<file path="config.mk">
export PLATFORM = sky130hd
export DESIGN_NAME = tx_status_tracker
export DESIGN_NICKNAME = d
export VERILOG_FILES = /design/src/rtl/tx_stat_pkg.sv /design/src/rtl/tx_coll_counter.sv /design/src/rtl/tx_frame_monitor.sv /design/src/rtl/tx_flag_bank.sv /design/src/rtl/tx_status_tracker.sv
export SDC_FILE = /design/constraint.sdc
export NUM_CORES = 1
export LEC_CHECK = 0
export CAP_MARGIN = 5
export CORE_UTILIZATION = 63
export DETAILED_ROUTE_END_ITERATION = 8
export DONT_BUFFER_PORTS = 1
export GPL_ROUTABILITY_DRIVEN = 0
export PLACE_DENSITY = 0.79
export SETUP_SLACK_MARGIN = 0.3
export SYNTH_ARGS = -nofsm -noshare
export SYNTH_HDL_FRONTEND = slang
export SYNTH_SLANG_ARGS = --single-unit
</file>
<file path="constraint.sdc">
create_clock -name clk -period 3.5 [get_ports clk]
set_input_delay 0 -clock clk [delete_from_list [all_inputs] [get_ports clk]]
set_output_delay 0 -clock clk [all_outputs]
set_load 0.01 [all_outputs]
</file>
<file path="src/rtl/tx_stat_pkg.sv">
// Shared types and defaults for the transmit status tracker.
package tx_stat_pkg;
    // Frame phase as seen by the status logic.
    typedef enum logic [1:0] {
        PH_IDLE = 2'd0,
        PH_SEND = 2'd1,
        PH_GAP  = 2'd2
    } tx_phase_e;

    // Default collision count that aborts a frame.
    localparam int COLL_LIMIT_DEF = 16;
endpackage

</file>
<file path="src/rtl/tx_coll_counter.sv">
// Per-frame collision counter.
// Restarts at each accepted frame start and saturates at LIMIT. It turns
// collision pulses into first / further / limit events for the flag bank.
// Assumes collision pulses are single-cycle strobes.
module tx_coll_counter #(
    parameter int LIMIT = tx_stat_pkg::COLL_LIMIT_DEF
) (
    input  logic clk,
    input  logic rst_n,
    input  logic start_acc,
    input  logic coll,
    output logic first_ev,
    output logic more_ev,
    output logic limit_ev,
    output logic limit_hit
);
    localparam int CW = $clog2(LIMIT + 1);
    localparam logic [CW-1:0] LIM_V = CW'(LIMIT);
    localparam logic [CW-1:0] LIM_M1 = CW'(LIMIT - 1);

    logic [CW-1:0] cnt_q, base, cnt_d;

    // Count basis for this cycle: zero when a new frame starts.
    always_comb begin
        base  = start_acc ? '0 : cnt_q;
        cnt_d = (coll && base < LIM_V) ? base + 1'b1 : base;
    end

    assign first_ev  = coll && (base == '0);
    assign more_ev   = coll && (base != '0);
    assign limit_ev  = coll && (base == LIM_M1);
    assign limit_hit = (cnt_q == LIM_V);

    // Hold the running collision count.
    always_ff @(posedge clk) begin
        if (!rst_n) cnt_q <= '0;
        else        cnt_q <= cnt_d;
    end


    cnt_in_range_chk: assert property (@(posedge clk) disable iff (!rst_n)
        cnt_q <= LIM_V);
endmodule

</file>
<file path="src/rtl/tx_frame_monitor.sv">
// Frame phase tracker and judge.
// Follows idle -> send -> gap and latches the error events of the current
// frame. In the first gap cycle with the window closed it emits a one-cycle
// verdict. A new start is accepted only when idle or in the verdict cycle.
module tx_frame_monitor
    import tx_stat_pkg::*;
(
    input  logic clk,
    input  logic rst_n,
    input  logic frame_start,
    input  logic frame_end,
    input  logic late_coll,
    input  logic carrier_lost,
    input  logic sqe_pulse,
    input  logic ipg_win,
    input  logic limit_hit,
    input  logic cfg_full_dup,
    input  logic cfg_stop_sqe,
    input  logic cfg_mon_crs,
    output logic start_acc,
    output logic verdict,
    output logic frame_ok,
    output logic sqe_fail
);
    tx_phase_e phase_q, phase_d;
    logic late_q, carr_q, sqe_q;
    logic half;

    assign half      = !cfg_full_dup;
    assign verdict   = (phase_q == PH_GAP) && !ipg_win;
    assign start_acc = frame_start && ((phase_q == PH_IDLE) || verdict);
    assign sqe_fail  = half && cfg_stop_sqe && !sqe_q;
    assign frame_ok  = !(half && (limit_hit || sqe_fail ||
                                  (cfg_mon_crs && carr_q) || late_q));

    // Next frame phase.
    always_comb begin
        phase_d = phase_q;
        case (phase_q)
            PH_IDLE: if (start_acc) phase_d = PH_SEND;
            PH_SEND: if (frame_end) phase_d = PH_GAP;
            PH_GAP:  if (verdict)   phase_d = start_acc ? PH_SEND : PH_IDLE;
            default: phase_d = PH_IDLE;
        endcase
    end

    // Phase register.
    always_ff @(posedge clk) begin
        if (!rst_n) phase_q <= PH_IDLE;
        else        phase_q <= phase_d;
    end

    // Per-frame error latches, cleared by an accepted start.
    always_ff @(posedge clk) begin
        if (!rst_n || start_acc) begin
            late_q <= 1'b0;
            carr_q <= 1'b0;
            sqe_q  <= 1'b0;
        end else begin
            if (phase_q == PH_SEND && late_coll)    late_q <= 1'b1;
            if (phase_q == PH_SEND && carrier_lost) carr_q <= 1'b1;
            if (phase_q == PH_GAP && ipg_win && sqe_pulse) sqe_q <= 1'b1;
        end
    end


    verdict_leaves_gap_chk: assert property (@(posedge clk) disable iff (!rst_n)
        verdict |=> phase_q != PH_GAP);

    start_enters_send_chk: assert property (@(posedge clk) disable iff (!rst_n)
        start_acc |=> phase_q == PH_SEND);
endmodule

</file>
<file path="src/rtl/tx_flag_bank.sv">
// Sticky status flags and the transmit-enable bit.
// Each flag has its own set and clear event, and a set wins over a clear in
// the same cycle. The sixteenth collision forces transmit enable low and
// overrides a host write in the same cycle.
module tx_flag_bank (
    input  logic clk,
    input  logic rst_n,
    input  logic start_acc,
    input  logic is_mcast,
    input  logic first_ev,
    input  logic more_ev,
    input  logic limit_ev,
    input  logic verdict,
    input  logic frame_ok,
    input  logic sqe_fail,
    input  logic txen_wr,
    output logic txen,
    output logic txen_clr_req,
    output logic flag_sqet,
    output logic flag_col16,
    output logic flag_last_mcast,
    output logic flag_multi_col,
    output logic flag_single_col,
    output logic flag_tx_ok
);
    logic txen_q, clr_q, sqet_q, col16_q, mc_q, multi_q, single_q, ok_q;
    logic coll_clr;

    assign coll_clr = start_acc && ok_q;

    // Update all flags and transmit enable.
    always_ff @(posedge clk) begin
        if (!rst_n) begin
            txen_q   <= 1'b0;
            clr_q    <= 1'b0;
            sqet_q   <= 1'b0;
            col16_q  <= 1'b0;
            mc_q     <= 1'b0;
            multi_q  <= 1'b0;
            single_q <= 1'b0;
            ok_q     <= 1'b0;
        end else begin
            clr_q <= limit_ev;
            if (limit_ev)     txen_q <= 1'b0;
            else if (txen_wr) txen_q <= 1'b1;

            if (verdict && sqe_fail) sqet_q <= 1'b1;
            else if (txen_wr)        sqet_q <= 1'b0;

            if (limit_ev)     col16_q <= 1'b1;
            else if (txen_wr) col16_q <= 1'b0;

            if (start_acc) mc_q <= is_mcast;

            if (first_ev)      single_q <= 1'b1;
            else if (coll_clr) single_q <= 1'b0;

            if (more_ev)       multi_q <= 1'b1;
            else if (coll_clr) multi_q <= 1'b0;

            if (verdict && frame_ok)       ok_q <= 1'b1;
            else if (start_acc || txen_wr) ok_q <= 1'b0;
        end
    end

    assign txen            = txen_q;
    assign txen_clr_req    = clr_q;
    assign flag_sqet       = sqet_q;
    assign flag_col16      = col16_q;
    assign flag_last_mcast = mc_q;
    assign flag_multi_col  = multi_q;
    assign flag_single_col = single_q;
    assign flag_tx_ok      = ok_q;


    abort_drops_txen_chk: assert property (@(posedge clk) disable iff (!rst_n)
        $rose(col16_q) |-> (!txen_q && clr_q));

    clr_req_single_chk: assert property (@(posedge clk) disable iff (!rst_n)
        clr_q |=> !clr_q);

    multi_needs_single_chk: assert property (@(posedge clk) disable iff (!rst_n)
        multi_q |-> single_q);

    sqet_sticky_chk: assert property (@(posedge clk) disable iff (!rst_n)
        ($past(rst_n) && $past(sqet_q) && !$past(txen_wr)) |-> sqet_q);
endmodule

</file>
<file path="src/rtl/tx_status_tracker.sv">
// Top of the transmit status tracker.
// Merges hardware and software reset and wires the frame judge, the
// collision counter and the flag bank together. Assumes every event input
// is a single-cycle strobe in the clock domain of clk.
module tx_status_tracker #(
    parameter int COLL_LIMIT = tx_stat_pkg::COLL_LIMIT_DEF
) (
    input  logic clk,
    input  logic rst_n,
    input  logic sw_rst,
    input  logic frame_start,
    input  logic frame_end,
    input  logic coll_pulse,
    input  logic late_coll,
    input  logic carrier_lost,
    input  logic sqe_pulse,
    input  logic ipg_win,
    input  logic is_mcast,
    input  logic cfg_full_dup,
    input  logic cfg_stop_sqe,
    input  logic cfg_mon_crs,
    input  logic txen_wr,
    output logic txen,
    output logic txen_clr_req,
    output logic flag_sqet,
    output logic flag_col16,
    output logic flag_last_mcast,
    output logic flag_multi_col,
    output logic flag_single_col,
    output logic flag_tx_ok
);
    logic rst_eff_n;
    logic start_acc, verdict, frame_ok, sqe_fail;
    logic first_ev, more_ev, limit_ev, limit_hit;

    // Either reset source clears the whole block.
    assign rst_eff_n = rst_n && !sw_rst;

    tx_frame_monitor u_judge (
        .clk(clk), .rst_n(rst_eff_n),
        .frame_start(frame_start), .frame_end(frame_end),
        .late_coll(late_coll), .carrier_lost(carrier_lost),
        .sqe_pulse(sqe_pulse), .ipg_win(ipg_win), .limit_hit(limit_hit),
        .cfg_full_dup(cfg_full_dup), .cfg_stop_sqe(cfg_stop_sqe),
        .cfg_mon_crs(cfg_mon_crs),
        .start_acc(start_acc), .verdict(verdict),
        .frame_ok(frame_ok), .sqe_fail(sqe_fail)
    );

    tx_coll_counter #(.LIMIT(COLL_LIMIT)) u_coll (
        .clk(clk), .rst_n(rst_eff_n), .start_acc(start_acc), .coll(coll_pulse),
        .first_ev(first_ev), .more_ev(more_ev),
        .limit_ev(limit_ev), .limit_hit(limit_hit)
    );

    tx_flag_bank u_flags (
        .clk(clk), .rst_n(rst_eff_n), .start_acc(start_acc), .is_mcast(is_mcast),
        .first_ev(first_ev), .more_ev(more_ev), .limit_ev(limit_ev),
        .verdict(verdict), .frame_ok(frame_ok), .sqe_fail(sqe_fail),
        .txen_wr(txen_wr),
        .txen(txen), .txen_clr_req(txen_clr_req), .flag_sqet(flag_sqet),
        .flag_col16(flag_col16), .flag_last_mcast(flag_last_mcast),
        .flag_multi_col(flag_multi_col), .flag_single_col(flag_single_col),
        .flag_tx_ok(flag_tx_ok)
    );


    reset_clears_chk: assert property (@(posedge clk)
        !rst_eff_n |=> !(txen || flag_sqet || flag_col16 || flag_tx_ok ||
                         flag_single_col || flag_multi_col || flag_last_mcast));
endmodule

</file>
==> flow_metrics.tcl <==
set metrics [dict create \
    r2r_setup_slack_ns 1.47 \
    yosys_warnings 0 \
    yosys.area.top_type "dfxtp_1" \
    yosysSeqAreaShare_pct 43.4 \
    drt_first_pass_iters 4 \
    fin_tns_setup_ns 0 \
    hold_depth 3 \
    min_to "u_judge.phase_q[1]" \
    ys_top_cells_by_area "dfxtp_1, a21oi_1, nor2_1, ha_1, nand2b_1" \
    drc_errors 0 \
    grt_usage_pct 30.2 \
    start_util_pct 70.8 \
    path_buf_inv 1 \
    grt_pass1_wl_um 2990 \
    vdd_drop_max_uv 282 \
    cp_top_family "simple AND/OR/NAND/NOR gates" \
    max-slew-margin-rel_pct 69.5 \
    grt_overflow 0 \
    port_buffers 0 \
    largest_reg_flops 5 \
    cp_slowest_stage_delay_ns 0.40 \
    syn_area_sq_um 830 \
    dp_slack_ns 1.54 \
    rsz0062_at_grt "false" \
    worst-path-max-fanout 9 \
    die_y_um 38.3 \
    rr_endpoint "u_coll.cnt_q[4]" \
    fmax_mhz 492 \
    design.core.area_sq_um 1170 \
    dr_total_vias 751 \
    post-route-period-util_pct 58.0 \
    worstSetupEndpointType "flip-flop" \
    yosysTopAreaCellShare_pct 43.4 \
    cts_tree "done" \
    antenna_found_initial 0 \
    worstHoldStart "ipg_win" \
    post-dp-hpwl_um 1100 \
    post-cts-setup-buffer-count 0 \
    cp.arrival_ns 2.25 \
    drive_gt1_share_pct 9.82 \
    cellPowerDensity_nw_per_um2 378 \
    finalHoldViolCount 0 \
    wl_per_cell_um 14.8 \
    top_regs "u_coll.cnt_q (5), u_judge.phase_q (2)" \
    dp.cells 110 \
    io_pins 23 \
    worst_slack_ns 1.47 \
    areaGrowthSynthToFinish_pct 18.6 \
    min_path_type "in -> reg" \
    stdcell_count 126 \
    finClkSkew_ns 0.000421 \
    drv_slew 0 \
    synthFlopType "dfxtp_1" \
    numCtsBuffers 3 \
    total_power_w 0.000372 \
    timing.max_cap.violations 0 \
    synth-edff-count 0 \
    clock_path_buffers 2 \
    dr.first_iter.drc_count 30 \
    die_width_um 38.3 \
    synth.distinct_cells 31 \
    required_ns 3.72 \
    synthArstFlopShare_pct 0 \
    cts_resized 0 \
    htreeDepth 1 \
    fin_hold_ws_ns 0.0898 \
    leakage_nw 0.370 \
    grt_start_max_net_pins 12 \
    reg2reg_depth 10 \
    clk_pin_slew_worst_paths_ns 0.10 \
    largest_register "u_coll.cnt_q" \
    syn_area_per_cell_sq_um 8.38 \
    worstMarginPinSlew_ns 0.458 \
    antenna_cells 0 \
    synth_nets 117 \
    slowest_stage "dfxtp_1" \
    cpMostUsedCell "ha_1" \
    grt_pass1_vias 732 \
    synth_seq_cells 18 \
    synthCells 99 \
    r2r-start "u_judge.phase_q[1]" \
    wl_um 1870 \
    fin_crit_ns 2.03 \
    route.antenna.remaining_nets 0 \
    cts_root_buf "clkbuf_4" \
    nNetsFinal 131 \
    path_cells "and2_4 > or2_1 > nand2_1 > inv_1 > ha_1 > nand3_1 > nor2_1 > ha_1 > nand2b_1 > a21oi_1" \
    status "complete, no violations" \
    num_rows 12 \
    setup_viol 0 \
    cp-start-kind "flip-flop" \
    vias_per_cell 5.96 \
    insertion_delay_ns 0.29 \
    clock_sinks 18 \
    die_area_sq_um 1470 \
    critPathKind "reg -> reg" \
]
[how the worst max path moves through the flow]
stage,start,to,cells after the start
after floorplan,u_judge.phase_q[1],u_coll.cnt_q[4],11
after global placement,u_judge.phase_q[1],u_coll.cnt_q[4],10
after detailed placement,u_judge.phase_q[1],u_coll.cnt_q[4],10
after CTS,u_judge.phase_q[1],u_coll.cnt_q[4],10
after global routing,u_judge.phase_q[1],u_coll.cnt_q[4],10
final,u_judge.phase_q[1],u_coll.cnt_q[4],10
[worst min-delay path, delay by kind of cell]
kind               cells  cell delay (ns)
AOI/OAI and AO/OA      1             0.10
and+or+nand+nor        2             0.25
[final cells by class]
class                           instances  area (sq um)
Multi-Input combinational cell         73           430
Clock buffer                            4          36.3
Sequential cell                        18           360
Timing Repair Buffer                   12           120
Inverter                                5          18.8
Tap cell                               14          17.5
Fill cell                              75           188
[Yosys cell counts (2+ instances only)]
| master | instances |
|---|---|
| dfxtp_1 | 18 |
| inv_1 | 5 |
| a21oi_1 | 12 |
| nand2b_1 | 5 |
| o21ai_0 | 4 |
| o211ai_1 | 2 |
| o21ai_1 | 2 |
| nand3_1 | 5 |
| nor2_1 | 15 |
| ha_1 | 3 |
| nand2_1 | 8 |
[layer usage]
metal	track usage, %	up-vias	routed length, um
met5	0	-	0
met4	15.2	0	19
met3	6.40	4	107
met2	53.0	37	909
met1	33.9	342	831
li1	-	368	-
[cells by family after synthesis]
group	Yosys count	synth area share, %
and+or+nand+nor	42	25.2
xor gates and xnor gates	1	1.06
DFF	18	43.4
adders and majority gates	3	4.53
buffers and inverters	8	4.67
AOI/OAI and AO/OA	27	21.1
[what timing repair did]
item / in CTS / in global routing
setup endpoints to repair: 0 / 0
hold endpoints to repair: 17 / 0
hold buffers: 12 / 0
[placed cells by master, fill, tap and decap left out, types with 2 or more instances in the layout]
cell type,synthesis,final
o21ai_1,2,2
nand2b_1,5,5
inv_1,5,5
ha_1,3,3
a21oi_1,12,12
nand2_1,8,8
nor2_1,15,15
dlygate4sd3_1,0,12
o211ai_1,2,2
dfxtp_1,18,18
nand3_1,5,5
o21ai_0,4,4
clkbuf_4,0,3
[metrics by stage]
stage | utilization, % | instance area [sq um]
floorplan | - | 830
global placement | 70.6 | 827
detailed placement | 70.6 | 827
CTS | 84.0 | 983
global route | 84.0 | 983
finish | 84.0 | 983
[where the power goes]
part	switching (W)	internal [W]
registers	0.00000304	0.000208
logic	0.0000196	0.0000145
clock network	0.0000633	0.0000634
Note: power is estimated with default switching activity, not from simulation.
